### config.mk
export PLATFORM = sky130hd
export DESIGN_NAME = evt_router
export DESIGN_NICKNAME = d
export VERILOG_FILES = /design/src/rtl/evt_router_pkg.sv /design/src/rtl/evt_asgn_tbl.sv /design/src/rtl/evt_desc_tbl.sv /design/src/rtl/evt_route_ctrl.sv /design/src/rtl/evt_router.sv
export SDC_FILE = /design/constraint.sdc
export NUM_CORES = 2
export LEC_CHECK = 0
export BUFFER_PORTS_ARGS = -buffer_cell sky130_fd_sc_hd__buf_2
export CAP_MARGIN = 30
export CORE_ASPECT_RATIO = 1.75
export CORE_MARGIN = 8
export CORE_UTILIZATION = 52
export DETAILED_ROUTE_END_ITERATION = 8
export PLACE_DENSITY = 0.69
export RECOVER_POWER = 100
export SYNTH_ARGS = -nofsm -noshare
export SYNTH_HDL_FRONTEND = slang
export SYNTH_HIERARCHICAL = 1
export SYNTH_SLANG_ARGS = --single-unit
### constraint.sdc
create_clock -name clk_i -period 15 [get_ports clk_i]
set_clock_uncertainty 0.1 [all_clocks]
set_input_delay 0.75 -clock clk_i [delete_from_list [all_inputs] [get_ports clk_i]]
set_output_delay 0.75 -clock clk_i [all_outputs]
set_load 0.03 [all_outputs]
### src/rtl/evt_router_pkg.sv
package evt_router_pkg;
  localparam int unsigned PRIO_W  = 3;
  localparam int unsigned EDATA_W = 31;
  localparam int unsigned QWORD_W = 32;

  typedef enum logic [1:0] {
    ST_IDLE   = 2'd0,
    ST_WRITE  = 2'd1,
    ST_NOTIFY = 2'd2
  } rt_state_e;
endpackage

### src/rtl/evt_asgn_tbl.sv
module evt_asgn_tbl
  import evt_router_pkg::*;
#(
  parameter int unsigned SRC_W  = 4,
  parameter int unsigned DESC_W = 3
) (
  input  logic               clk_i,
  input  logic               rst_ni,
  input  logic               we_i,
  input  logic [SRC_W-1:0]   wr_idx_i,
  input  logic               wr_valid_i,
  input  logic               wr_mask_i,
  input  logic [DESC_W-1:0]  wr_desc_i,
  input  logic [EDATA_W-1:0] wr_data_i,
  input  logic [SRC_W-1:0]   rd_idx_i,
  output logic               rd_hit_o,
  output logic [DESC_W-1:0]  rd_desc_o,
  output logic [EDATA_W-1:0] rd_data_o
);
  localparam int unsigned N_SRC = 1 << SRC_W;

  logic               valid_q [N_SRC];
  logic               mask_q  [N_SRC];
  logic [DESC_W-1:0]  desc_q  [N_SRC];
  logic [EDATA_W-1:0] data_q  [N_SRC];

  for (genvar i = 0; i < N_SRC; i++) begin : g_ent
    always_ff @(posedge clk_i or negedge rst_ni) begin
      if (!rst_ni) begin
        valid_q[i] <= 1'b0;
        mask_q[i]  <= 1'b0;
        desc_q[i]  <= '0;
        data_q[i]  <= '0;
      end else if (we_i && wr_idx_i == SRC_W'(i)) begin
        valid_q[i] <= wr_valid_i;
        mask_q[i]  <= wr_mask_i;
        desc_q[i]  <= wr_desc_i;
        data_q[i]  <= wr_data_i;
      end
    end
  end

  assign rd_hit_o  = valid_q[rd_idx_i] && !mask_q[rd_idx_i];
  assign rd_desc_o = desc_q[rd_idx_i];
  assign rd_data_o = data_q[rd_idx_i];
endmodule

### src/rtl/evt_desc_tbl.sv
module evt_desc_tbl
  import evt_router_pkg::*;
#(
  parameter int unsigned DESC_W = 3,
  parameter int unsigned ADDR_W = 32,
  parameter int unsigned QIDX_W = 15,
  parameter int unsigned TGT_W  = 6,
  localparam int unsigned LOG_W = $clog2(QIDX_W + 1)
) (
  input  logic              clk_i,
  input  logic              rst_ni,
  input  logic              we_i,
  input  logic [DESC_W-1:0] wr_idx_i,
  input  logic [ADDR_W-3:0] wr_base_i,
  input  logic [LOG_W-1:0]  wr_log2_i,
  input  logic [TGT_W-1:0]  wr_tgt_i,
  input  logic [PRIO_W-1:0] wr_prio_i,
  input  logic              adv_i,
  input  logic [DESC_W-1:0] adv_idx_i,
  input  logic [DESC_W-1:0] rd_idx_i,
  output logic [ADDR_W-1:0] rd_addr_o,
  output logic              rd_gen_o,
  output logic [TGT_W-1:0]  rd_tgt_o,
  output logic [PRIO_W-1:0] rd_prio_o
);
  localparam int unsigned N_DESC = 1 << DESC_W;

  logic [ADDR_W-3:0] base_q [N_DESC];
  logic [LOG_W-1:0]  log2_q [N_DESC];
  logic [QIDX_W-1:0] widx_q [N_DESC];
  logic              gen_q  [N_DESC];
  logic [TGT_W-1:0]  tgt_q  [N_DESC];
  logic [PRIO_W-1:0] prio_q [N_DESC];

  for (genvar i = 0; i < N_DESC; i++) begin : g_ent
    logic [QIDX_W-1:0] lim;
    assign lim = ~({QIDX_W{1'b1}} << log2_q[i]);

    always_ff @(posedge clk_i or negedge rst_ni) begin
      if (!rst_ni) begin
        base_q[i] <= '0;
        log2_q[i] <= '0;
        widx_q[i] <= '0;
        gen_q[i]  <= 1'b1;
        tgt_q[i]  <= '0;
        prio_q[i] <= '0;
      end else if (we_i && wr_idx_i == DESC_W'(i)) begin
        base_q[i] <= wr_base_i;
        log2_q[i] <= wr_log2_i;
        widx_q[i] <= '0;
        gen_q[i]  <= 1'b1;
        tgt_q[i]  <= wr_tgt_i;
        prio_q[i] <= wr_prio_i;
      end else if (adv_i && adv_idx_i == DESC_W'(i)) begin
        if (widx_q[i] == lim) begin
          widx_q[i] <= '0;
          gen_q[i]  <= ~gen_q[i];
        end else begin
          widx_q[i] <= widx_q[i] + 1'b1;
        end
      end
    end
  end

  assign rd_addr_o = {base_q[rd_idx_i], 2'b00} + ADDR_W'({widx_q[rd_idx_i], 2'b00});
  assign rd_gen_o  = gen_q[rd_idx_i];
  assign rd_tgt_o  = tgt_q[rd_idx_i];
  assign rd_prio_o = prio_q[rd_idx_i];
endmodule

### src/rtl/evt_route_ctrl.sv
module evt_route_ctrl
  import evt_router_pkg::*;
#(
  parameter int unsigned DESC_W = 3,
  parameter int unsigned ADDR_W = 32,
  parameter int unsigned TGT_W  = 6
) (
  input  logic               clk_i,
  input  logic               rst_ni,
  input  logic               evt_valid_i,
  output logic               evt_ready_o,
  input  logic               hit_i,
  input  logic [EDATA_W-1:0] ev_data_i,
  input  logic [DESC_W-1:0]  desc_idx_i,
  input  logic [ADDR_W-1:0]  q_addr_i,
  input  logic               q_gen_i,
  input  logic [TGT_W-1:0]   tgt_i,
  input  logic [PRIO_W-1:0]  prio_i,
  output logic               mem_req_o,
  output logic [ADDR_W-1:0]  mem_addr_o,
  output logic [QWORD_W-1:0] mem_data_o,
  input  logic               mem_ack_i,
  output logic               ntf_valid_o,
  output logic [TGT_W-1:0]   ntf_tgt_o,
  output logic [PRIO_W-1:0]  ntf_prio_o,
  input  logic               ntf_ready_i,
  output logic               adv_o,
  output logic [DESC_W-1:0]  adv_idx_o
);
  rt_state_e state_q;

  always_ff @(posedge clk_i or negedge rst_ni) begin
    if (!rst_ni) begin
      state_q    <= ST_IDLE;
      mem_addr_o <= '0;
      mem_data_o <= '0;
      ntf_tgt_o  <= '0;
      ntf_prio_o <= '0;
      adv_idx_o  <= '0;
    end else begin
      unique case (state_q)
        ST_IDLE: if (evt_valid_i && hit_i) begin
          // latch everything at accept so outputs stay put while stalled
          state_q    <= ST_WRITE;
          mem_addr_o <= q_addr_i;
          mem_data_o <= {q_gen_i, ev_data_i};
          ntf_tgt_o  <= tgt_i;
          ntf_prio_o <= prio_i;
          adv_idx_o  <= desc_idx_i;
        end
        ST_WRITE:  if (mem_ack_i) state_q <= ST_NOTIFY;
        ST_NOTIFY: if (ntf_ready_i) state_q <= ST_IDLE;
        default:   state_q <= ST_IDLE;
      endcase
    end
  end

  assign evt_ready_o = (state_q == ST_IDLE);
  assign mem_req_o   = (state_q == ST_WRITE);
  assign ntf_valid_o = (state_q == ST_NOTIFY);
  assign adv_o       = mem_req_o && mem_ack_i;
endmodule

### src/rtl/evt_router.sv
module evt_router
  import evt_router_pkg::*;
#(
  parameter int unsigned SRC_W  = 4,
  parameter int unsigned DESC_W = 3,
  parameter int unsigned ADDR_W = 32,
  parameter int unsigned QIDX_W = 15,
  parameter int unsigned TGT_W  = 6,
  localparam int unsigned LOG_W = $clog2(QIDX_W + 1)
) (
  input  logic               clk_i,
  input  logic               rst_ni,
  input  logic               evt_valid_i,
  input  logic [SRC_W-1:0]   evt_src_i,
  output logic               evt_ready_o,
  input  logic               cfg_asgn_we_i,
  input  logic [SRC_W-1:0]   cfg_asgn_idx_i,
  input  logic               cfg_asgn_valid_i,
  input  logic               cfg_asgn_mask_i,
  input  logic [DESC_W-1:0]  cfg_asgn_desc_i,
  input  logic [30:0]        cfg_asgn_data_i,
  input  logic               cfg_desc_we_i,
  input  logic [DESC_W-1:0]  cfg_desc_idx_i,
  input  logic [ADDR_W-3:0]  cfg_desc_base_i,
  input  logic [LOG_W-1:0]   cfg_desc_log2_i,
  input  logic [TGT_W-1:0]   cfg_desc_tgt_i,
  input  logic [2:0]         cfg_desc_prio_i,
  output logic               mem_req_o,
  output logic [ADDR_W-1:0]  mem_addr_o,
  output logic [31:0]        mem_data_o,
  input  logic               mem_ack_i,
  output logic               ntf_valid_o,
  output logic [TGT_W-1:0]   ntf_tgt_o,
  output logic [2:0]         ntf_prio_o,
  input  logic               ntf_ready_i
);
  logic               hit;
  logic [DESC_W-1:0]  desc_idx;
  logic [EDATA_W-1:0] ev_data;
  logic [ADDR_W-1:0]  q_addr;
  logic               q_gen;
  logic [TGT_W-1:0]   q_tgt;
  logic [PRIO_W-1:0]  q_prio;
  logic               adv;
  logic [DESC_W-1:0]  adv_idx;

  evt_asgn_tbl #(.SRC_W(SRC_W), .DESC_W(DESC_W)) u_asgn (
    .clk_i      (clk_i),
    .rst_ni     (rst_ni),
    .we_i       (cfg_asgn_we_i),
    .wr_idx_i   (cfg_asgn_idx_i),
    .wr_valid_i (cfg_asgn_valid_i),
    .wr_mask_i  (cfg_asgn_mask_i),
    .wr_desc_i  (cfg_asgn_desc_i),
    .wr_data_i  (cfg_asgn_data_i),
    .rd_idx_i   (evt_src_i),
    .rd_hit_o   (hit),
    .rd_desc_o  (desc_idx),
    .rd_data_o  (ev_data)
  );

  evt_desc_tbl #(.DESC_W(DESC_W), .ADDR_W(ADDR_W), .QIDX_W(QIDX_W), .TGT_W(TGT_W)) u_desc (
    .clk_i     (clk_i),
    .rst_ni    (rst_ni),
    .we_i      (cfg_desc_we_i),
    .wr_idx_i  (cfg_desc_idx_i),
    .wr_base_i (cfg_desc_base_i),
    .wr_log2_i (cfg_desc_log2_i),
    .wr_tgt_i  (cfg_desc_tgt_i),
    .wr_prio_i (cfg_desc_prio_i),
    .adv_i     (adv),
    .adv_idx_i (adv_idx),
    .rd_idx_i  (desc_idx),
    .rd_addr_o (q_addr),
    .rd_gen_o  (q_gen),
    .rd_tgt_o  (q_tgt),
    .rd_prio_o (q_prio)
  );

  evt_route_ctrl #(.DESC_W(DESC_W), .ADDR_W(ADDR_W), .TGT_W(TGT_W)) u_ctrl (
    .clk_i       (clk_i),
    .rst_ni      (rst_ni),
    .evt_valid_i (evt_valid_i),
    .evt_ready_o (evt_ready_o),
    .hit_i       (hit),
    .ev_data_i   (ev_data),
    .desc_idx_i  (desc_idx),
    .q_addr_i    (q_addr),
    .q_gen_i     (q_gen),
    .tgt_i       (q_tgt),
    .prio_i      (q_prio),
    .mem_req_o   (mem_req_o),
    .mem_addr_o  (mem_addr_o),
    .mem_data_o  (mem_data_o),
    .mem_ack_i   (mem_ack_i),
    .ntf_valid_o (ntf_valid_o),
    .ntf_tgt_o   (ntf_tgt_o),
    .ntf_prio_o  (ntf_prio_o),
    .ntf_ready_i (ntf_ready_i),
    .adv_o       (adv),
    .adv_idx_o   (adv_idx)
  );
endmodule

# Word-level counts from Yosys, hierarchy flattened
# Cells that the tools add are included.
# op_classes
addsub	9
multipliers	0
div_mod_pow	0
order_cmp	2
eq_ne	42
n_shift	8
muxes	79
bitwise	18
reduce_logical	66
# op_table
cell	n
two-way mux 15 bit	26
binary-select mux 31 bit (select 4 bit)	1
adder 15 x 1 -> 15 bit, second input constant	8
equality test 15 bit	8
inverter 15 bit	8
<< shifter 15 x 4 -> 15 bit, first input constant	8
binary-select mux 30 bit (select 3 bit)	1
two-way mux 31 bit	2
two-way mux 30 bit	2
binary-select mux 15 bit (select 3 bit)	1
logical AND 1 bit	35
adder 32 x 17 -> 32 bit	1
equality test 4 bit, second input constant	8
nonzero test 2 bit	16
two-way mux 1 bit	30
equality test 3 bit, second input constant	8
binary-select mux 6 bit (select 3 bit)	1
AND reduction 2 bit	9
equality test 4 x 3 -> 1 bit, second input constant	4
binary-select mux 3 bit (select 4 bit)	1
equality test 3 x 2 -> 1 bit, second input constant	4
two-way mux 3 bit	4
two-way mux 6 bit	2
binary-select mux 3 bit (select 3 bit)	1
other kinds (21)	35
# word_totals
regBits	1126
latchBits	0
ramBits	0
romBits	0
n_memories	0

# Logic depth before layout (Yosys ltp)
# depth
depth_word	9
ltp_mapped	22

# Modules after synthesis
# Netlist, hierarchy kept.
# modules_own_cells
module	instances	cells_per_inst	area_each_um2	seq_area_each_um2
evt_desc_tbl	1	3055	26842.0	11821.3
evt_asgn_tbl	1	1512	25753.4	14413.8
evt_route_ctrl	1	172	3144.3	1951.9

# Worst setup path after synthesis
# Ideal clock, no wire load.
# synth_timing
path_kind	input to register
from	input evt_src_i[0]
to	register u_ctrl.mem_addr_o[29]
arrival_time_ps	5926
setup_slack_ps	8849
path_stages	21
path_buffers	8
path_cell_list	buf_6 > clkbuf_1 > mux4_2 > mux4_2 > buf_4 > buf_6 > buf_4 > buf_4 > buf_2 > mux4_2 > mux2_2 > ha_1 > clkbuf_1 > a211oi_1 > o21ai_0 > a211o_1 > o31ai_1 > nor2_1 > nand4_1 > xnor2_1 > mux2_2
# synth_via
elab_chain_cells	9
word_cells_on_any_way	22
classes_between	add/sub (1); mux (15); bitwise (2); reduce/logical (4)
# synth_rtl
item	line	source
from (decl)	evt_router.sv:14	input logic [SRC_W-1:0] evt_src_i,
inverter 4 -> 5 bit (not written as such) *	evt_asgn_tbl.sv:44	assign rd_desc_o = desc_q[rd_idx_i];
binary-select mux 3 bit (select 4 bit) *	evt_asgn_tbl.sv:44	
two-way mux 3 bit (not written as such) * (2 in series)	evt_asgn_tbl.sv:44	
via desc_idx[0]	evt_router.sv:38	logic [DESC_W-1:0] desc_idx;
inverter 3 -> 4 bit (not written as such) *	evt_desc_tbl.sv:65	assign rd_addr_o = {base_q[rd_idx_i], 2'b00} + ADDR_W'({widx_q[rd_idx_i], 2'b00});
binary-select mux 30 bit (select 3 bit) or binary-select mux 15 bit (select 3 bit) (tied branches)	evt_desc_tbl.sv:65	
two-way mux 30 bit (not written as such) or two-way mux 15 bit (tied branches) (2 in series)	evt_desc_tbl.sv:65	
adder 32 x 17 -> 32 bit *	evt_desc_tbl.sv:65	
via q_addr[29]	evt_router.sv:40	logic [ADDR_W-1:0] q_addr;
to (signal assigned)	evt_route_ctrl.sv:45	mem_addr_o <= q_addr_i;
to (decl)	evt_route_ctrl.sv:20	output logic [ADDR_W-1:0] mem_addr_o,
# The timed path passes the listed nets; every way through them passes the cells marked *. The select of a mux whose other input is x is not followed.
# A chain may end at the register's enable or synchronous reset.

# Worst setup path in the final report
# layout_timing
from	input evt_src_i[1]
to	register u_ctrl.mem_addr_o[18]
# layout_via
word_cells_on_any_way	22
classes_between	add/sub (1); mux (15); bitwise (2); reduce/logical (4)
# layout_lines
item	line	source
inverter 4 -> 5 bit (not written as such) *	evt_asgn_tbl.sv:43	assign rd_hit_o = valid_q[rd_idx_i] && !mask_q[rd_idx_i];
binary-select mux 1 bit (select 4 bit)	evt_asgn_tbl.sv:43	
two-way mux 1 bit (not written as such) (2 in series)	evt_asgn_tbl.sv:43	
logical NOT 1 bit	evt_asgn_tbl.sv:43	
logical AND 1 bit *	evt_asgn_tbl.sv:43	
via hit	evt_router.sv:37	logic hit;
logical AND 1 bit *	evt_route_ctrl.sv:42	ST_IDLE: if (evt_valid_i && hit_i) begin
AND reduction 2 bit (no line) *	--	
# Marks and branches as above.

==> results.py <==
metrics = {
    "logic_synthesis": {
        "seq_area_frac_synth_pct": 50.6,
        "netlist_instances": 4739,
        "ys_warn_count": 6,
        "synthFlopType": "dfrtp_1",
        "synth_compound_area_share_pct": 4.16,
        "synth_fa_ha_area_share_pct": 0.552,
        "synth-seq-cells": 1126,
        "synth_mux_area_share_pct": 25.9,
        "avgSynthCellArea_um2": 11.8,
        "synth_top_family_by_area": "multiplexers",
        "syn-cell-area_um2": 55700,
        "async_reset_ff_share_pct": 100,
        "yosys.area_share.simple_pct": 13.3,
        "synth_cell_types": 93,
        "synth_edf_count": 0,
        "synth_xor_area_share_pct": 1.70,
    },
    "global_routing": {
        "track_usage_pct": 26.1,
        "overflow": 0,
        "grt_max_degree": 173,
        "grt_pass1_vias": 39500,
        "grt_pass1_wl_um": 239000,
        "antenna_found_initial": 31,
    },
    "critical_path": {
        "path_class": "input pin to flop",
        "r2r_slack_ns": 8.54,
        "worstReg2RegEnd": "u_ctrl/mem_addr_o[18]",
        "crit_path_end_kind": "flop",
        "startpoint_type": "input pin",
        "worstRegToRegCells": 9,
        "arrival_ns": 9.86,
        "path_max_fanout": 86,
        "rr_startpoint": "u_asgn/mask_q[11]",
        "critPathRequiredTime_ns": 15.49,
    },
    "place": {
        "dp_hpwl_um": 95600,
        "dpl-instance-area_um2": 57100,
        "portBuffers": 172,
        "place_congestion": 0.964,
    },
    "routing": {
        "drc": 0,
        "post_drt_via_cell_ratio": 6.13,
        "drtIter0Drc": 2914,
        "wl_per_cell_um": 25.1,
        "firstDrtPassIters": 8,
        "vias": 37800,
        "totalWireLength_um": 155000,
        "antenna_left": 0,
    },
    "pwr": {
        "peakVddDrop_uv": 133,
        "powerDensity_nw_per_um2": 155,
        "power.leakage_nw": 26.9,
    },
    "timing": {
        "max_freq_ghz": 0.107,
        "drv_slew": 1467,
        "min_period_over_period_pct": 62.4,
        "setup_viol": 0,
        "tightestPinTransition_ns": 6.82,
        "rsz0062_at_grt": "false",
        "min_period_ns": 9.36,
        "hold_viol": 0,
        "finalSetupTns_ns": 0,
        "slew_headroom_pct": -354,
    },
    "final_layout": {
        "layout-drive-gt1-share_pct": 26.8,
        "fillerInstances": 8806,
        "finalNetCount": 4820,
        "syn2layout_area_growth_pct": 8.23,
        "fin_area_um2": 60300,
    },
    "cts": {
        "insertion_delay_ns": 0.72,
        "postCtsHoldBufs": 0,
        "clk_path_buf_depth": 3,
        "tritoncts": "yes",
        "post_cts_resized": 0,
        "tritoncts.num_buffers": 102,
        "cts-root-buf": "clkbuf_16",
        "htree_levels": 3,
        "path_clk_slew_ns": 0.06,
        "cts_setup_buffers": 0,
        "cts_sinks": 1126,
    },
    "run_status": {
        "status": "finished with violations",
        "violations": "capacitance limit, slew limit",
    },
    "floorplanning": {
        "io_pins": 173,
        "die-area_um2": 118000,
        "dieWidth_um": 263,
        "initial_utilization_pct": 52.2,
        "core_area_um2": 107000,
        "die_y_um": 449,
        "rows": 159,
    },
    "worst_hold_path": {
        "hold_class": "input pin to flop",
        "hold_end": "u_ctrl/state_q[1]",
        "min_from": "ntf_ready_i",
        "hold_depth": 3,
    },
    "run": {
        "maxCapViolCount": 31,
    },
}
sequential cells by signal, summed over array words and instances (netlist names):
name / cells
u_ctrl/ntf_prio_o: 3
u_asgn/desc_q: 48
u_asgn/data_q: 496
u_desc/gen_q: 8
u_desc/base_q: 240
u_ctrl/mem_data_o: 32
u_desc/tgt_q: 48
u_asgn/mask_q: 16
u_desc/log2_q: 32
u_desc/widx_q: 120
u_ctrl/adv_idx_o: 3
u_ctrl/ntf_tgt_o: 6
u_ctrl/mem_addr_o: 32
u_ctrl/state_q: 2
u_asgn/valid_q: 16
u_desc/prio_q: 24
synthesized netlist by cell type (all sizes together), types with 14 or more instances:
master	count	area, um^2
ha	23	288
mux2	696	7990
mux2i	17	170
buf	188	1190
o211ai	14	105
xnor2	57	499
nand2b	28	175
dfrtp	1118	28000
nor4	16	113
or3	24	150
clkbuf	190	713
a21o	18	135
mux4	280	6310
and3	32	200
xor2	51	447
o31ai	18	140
nand3	109	551
nand2	1156	4340
nor3	49	255
a211oi	16	120
a21oi	67	335
nor2	158	616
nand4	34	213
inv	52	195
o21ai	87	443
o22ai	23	144
a31oi	31	194
final cells by class:
cell class / instances / area [um^2] / share of cell area (%)
diodes: 11 / 27.5 / 0.0456
clock buffers: 148 / 3020 / 5.00
clock inverters: 40 / 547 / 0.906
inverters: 52 / 195 / 0.324
multi-input cells: 3184 / 25400 / 42.1
flip-flops and latches: 1126 / 28200 / 46.7
well taps: 1368 / 1710 / 2.84
repair buffers: 233 / 1220 / 2.02
per-stage QoR:
stage	instances	hold slack (ns)	util (%)	total power, mW	setup WS (ns)
finish	6162	0.206	56.5	9.33	5.64
global route	6155	0.196	56.5	9.78	4.17
CTS	6149	0.0567	56.8	9.47	8.62
detailed placement	5961	0.357	53.4	6.67	7.88
global placement	5959	0.352	53.4	6.58	7.91
floorplan	4740	0.340	-	5.96	8.85
worst max-delay path: stages:
cell and delay (ns):
buf_6 0.59, clkbuf_1 2.77, and4b_1 0.47, or4_1 0.14, o211ai_1 0.09, nor4_1 1.04, and4bb_4 0.38, clkbuf_1 0.94
buf_16 0.33, clkbuf_1 1.71, mux2_2 0.46
cells by family (layout without fill, tap and decap cells):
kind of cell / Yosys count / in the layout
AO/OA/AOI/OAI: 356 / 356
XOR/XNOR: 108 / 108
adder cells (fa/ha/maj): 24 / 24
buffers and inverters: 430 / 473
flip-flops: 1126 / 1126
multiplexers: 993 / 993
other: 1 / 13
AND/OR/NAND/NOR: 1701 / 1701
placed cells by master (no fill, tap or decap), types with 51 or more instances in the layout:
cell / synthesis / final
buf_2: 103 / 87
clkbuf_16: 0 / 103
clkbuf_1: 190 / 133
xnor2_1: 57 / 57
nor2_1: 149 / 145
mux2_2: 656 / 655
a21oi_1: 67 / 67
inv_1: 52 / 52
o21ai_0: 82 / 84
mux4_2: 280 / 277
nand2_1: 1156 / 1155
nand3_1: 108 / 108
dfrtp_1: 1118 / 1118
xor2_1: 51 / 51
worst max path at each step:
| stage | from | end | slack (ns) | depth (start not counted) |
|---|---|---|---|---|
| floorplan | evt_src_i[0] | u_ctrl/mem_addr_o[29] | 8.85 | 21 |
| global placement | evt_src_i[1] | u_ctrl/mem_addr_o[29] | 7.91 | 17 |
| detailed placement | evt_src_i[1] | u_ctrl/mem_addr_o[28] | 7.88 | 18 |
| CTS | evt_src_i[1] | u_ctrl/mem_addr_o[28] | 8.62 | 18 |
| global route | rst_ni | u_desc/widx_q[35] | 4.17 | 4 |
| finish | evt_src_i[1] | u_ctrl/mem_addr_o[18] | 5.64 | 11 |
routing by layer:
metal	global-route usage (%)	wire length [um]
met5	0	113
met4	15.5	9850
met3	4.27	8900
met2	45.2	78700
met1	30.4	57400
power by group:
part / internal [mW] / total [mW] / switching (mW)
sequential: 3.70 / 4.23 / 0.527
clock: 1.59 / 2.78 / 1.19
combinational: 1.17 / 2.33 / 1.16
Note: power is estimated with default switching activity, not from simulation.
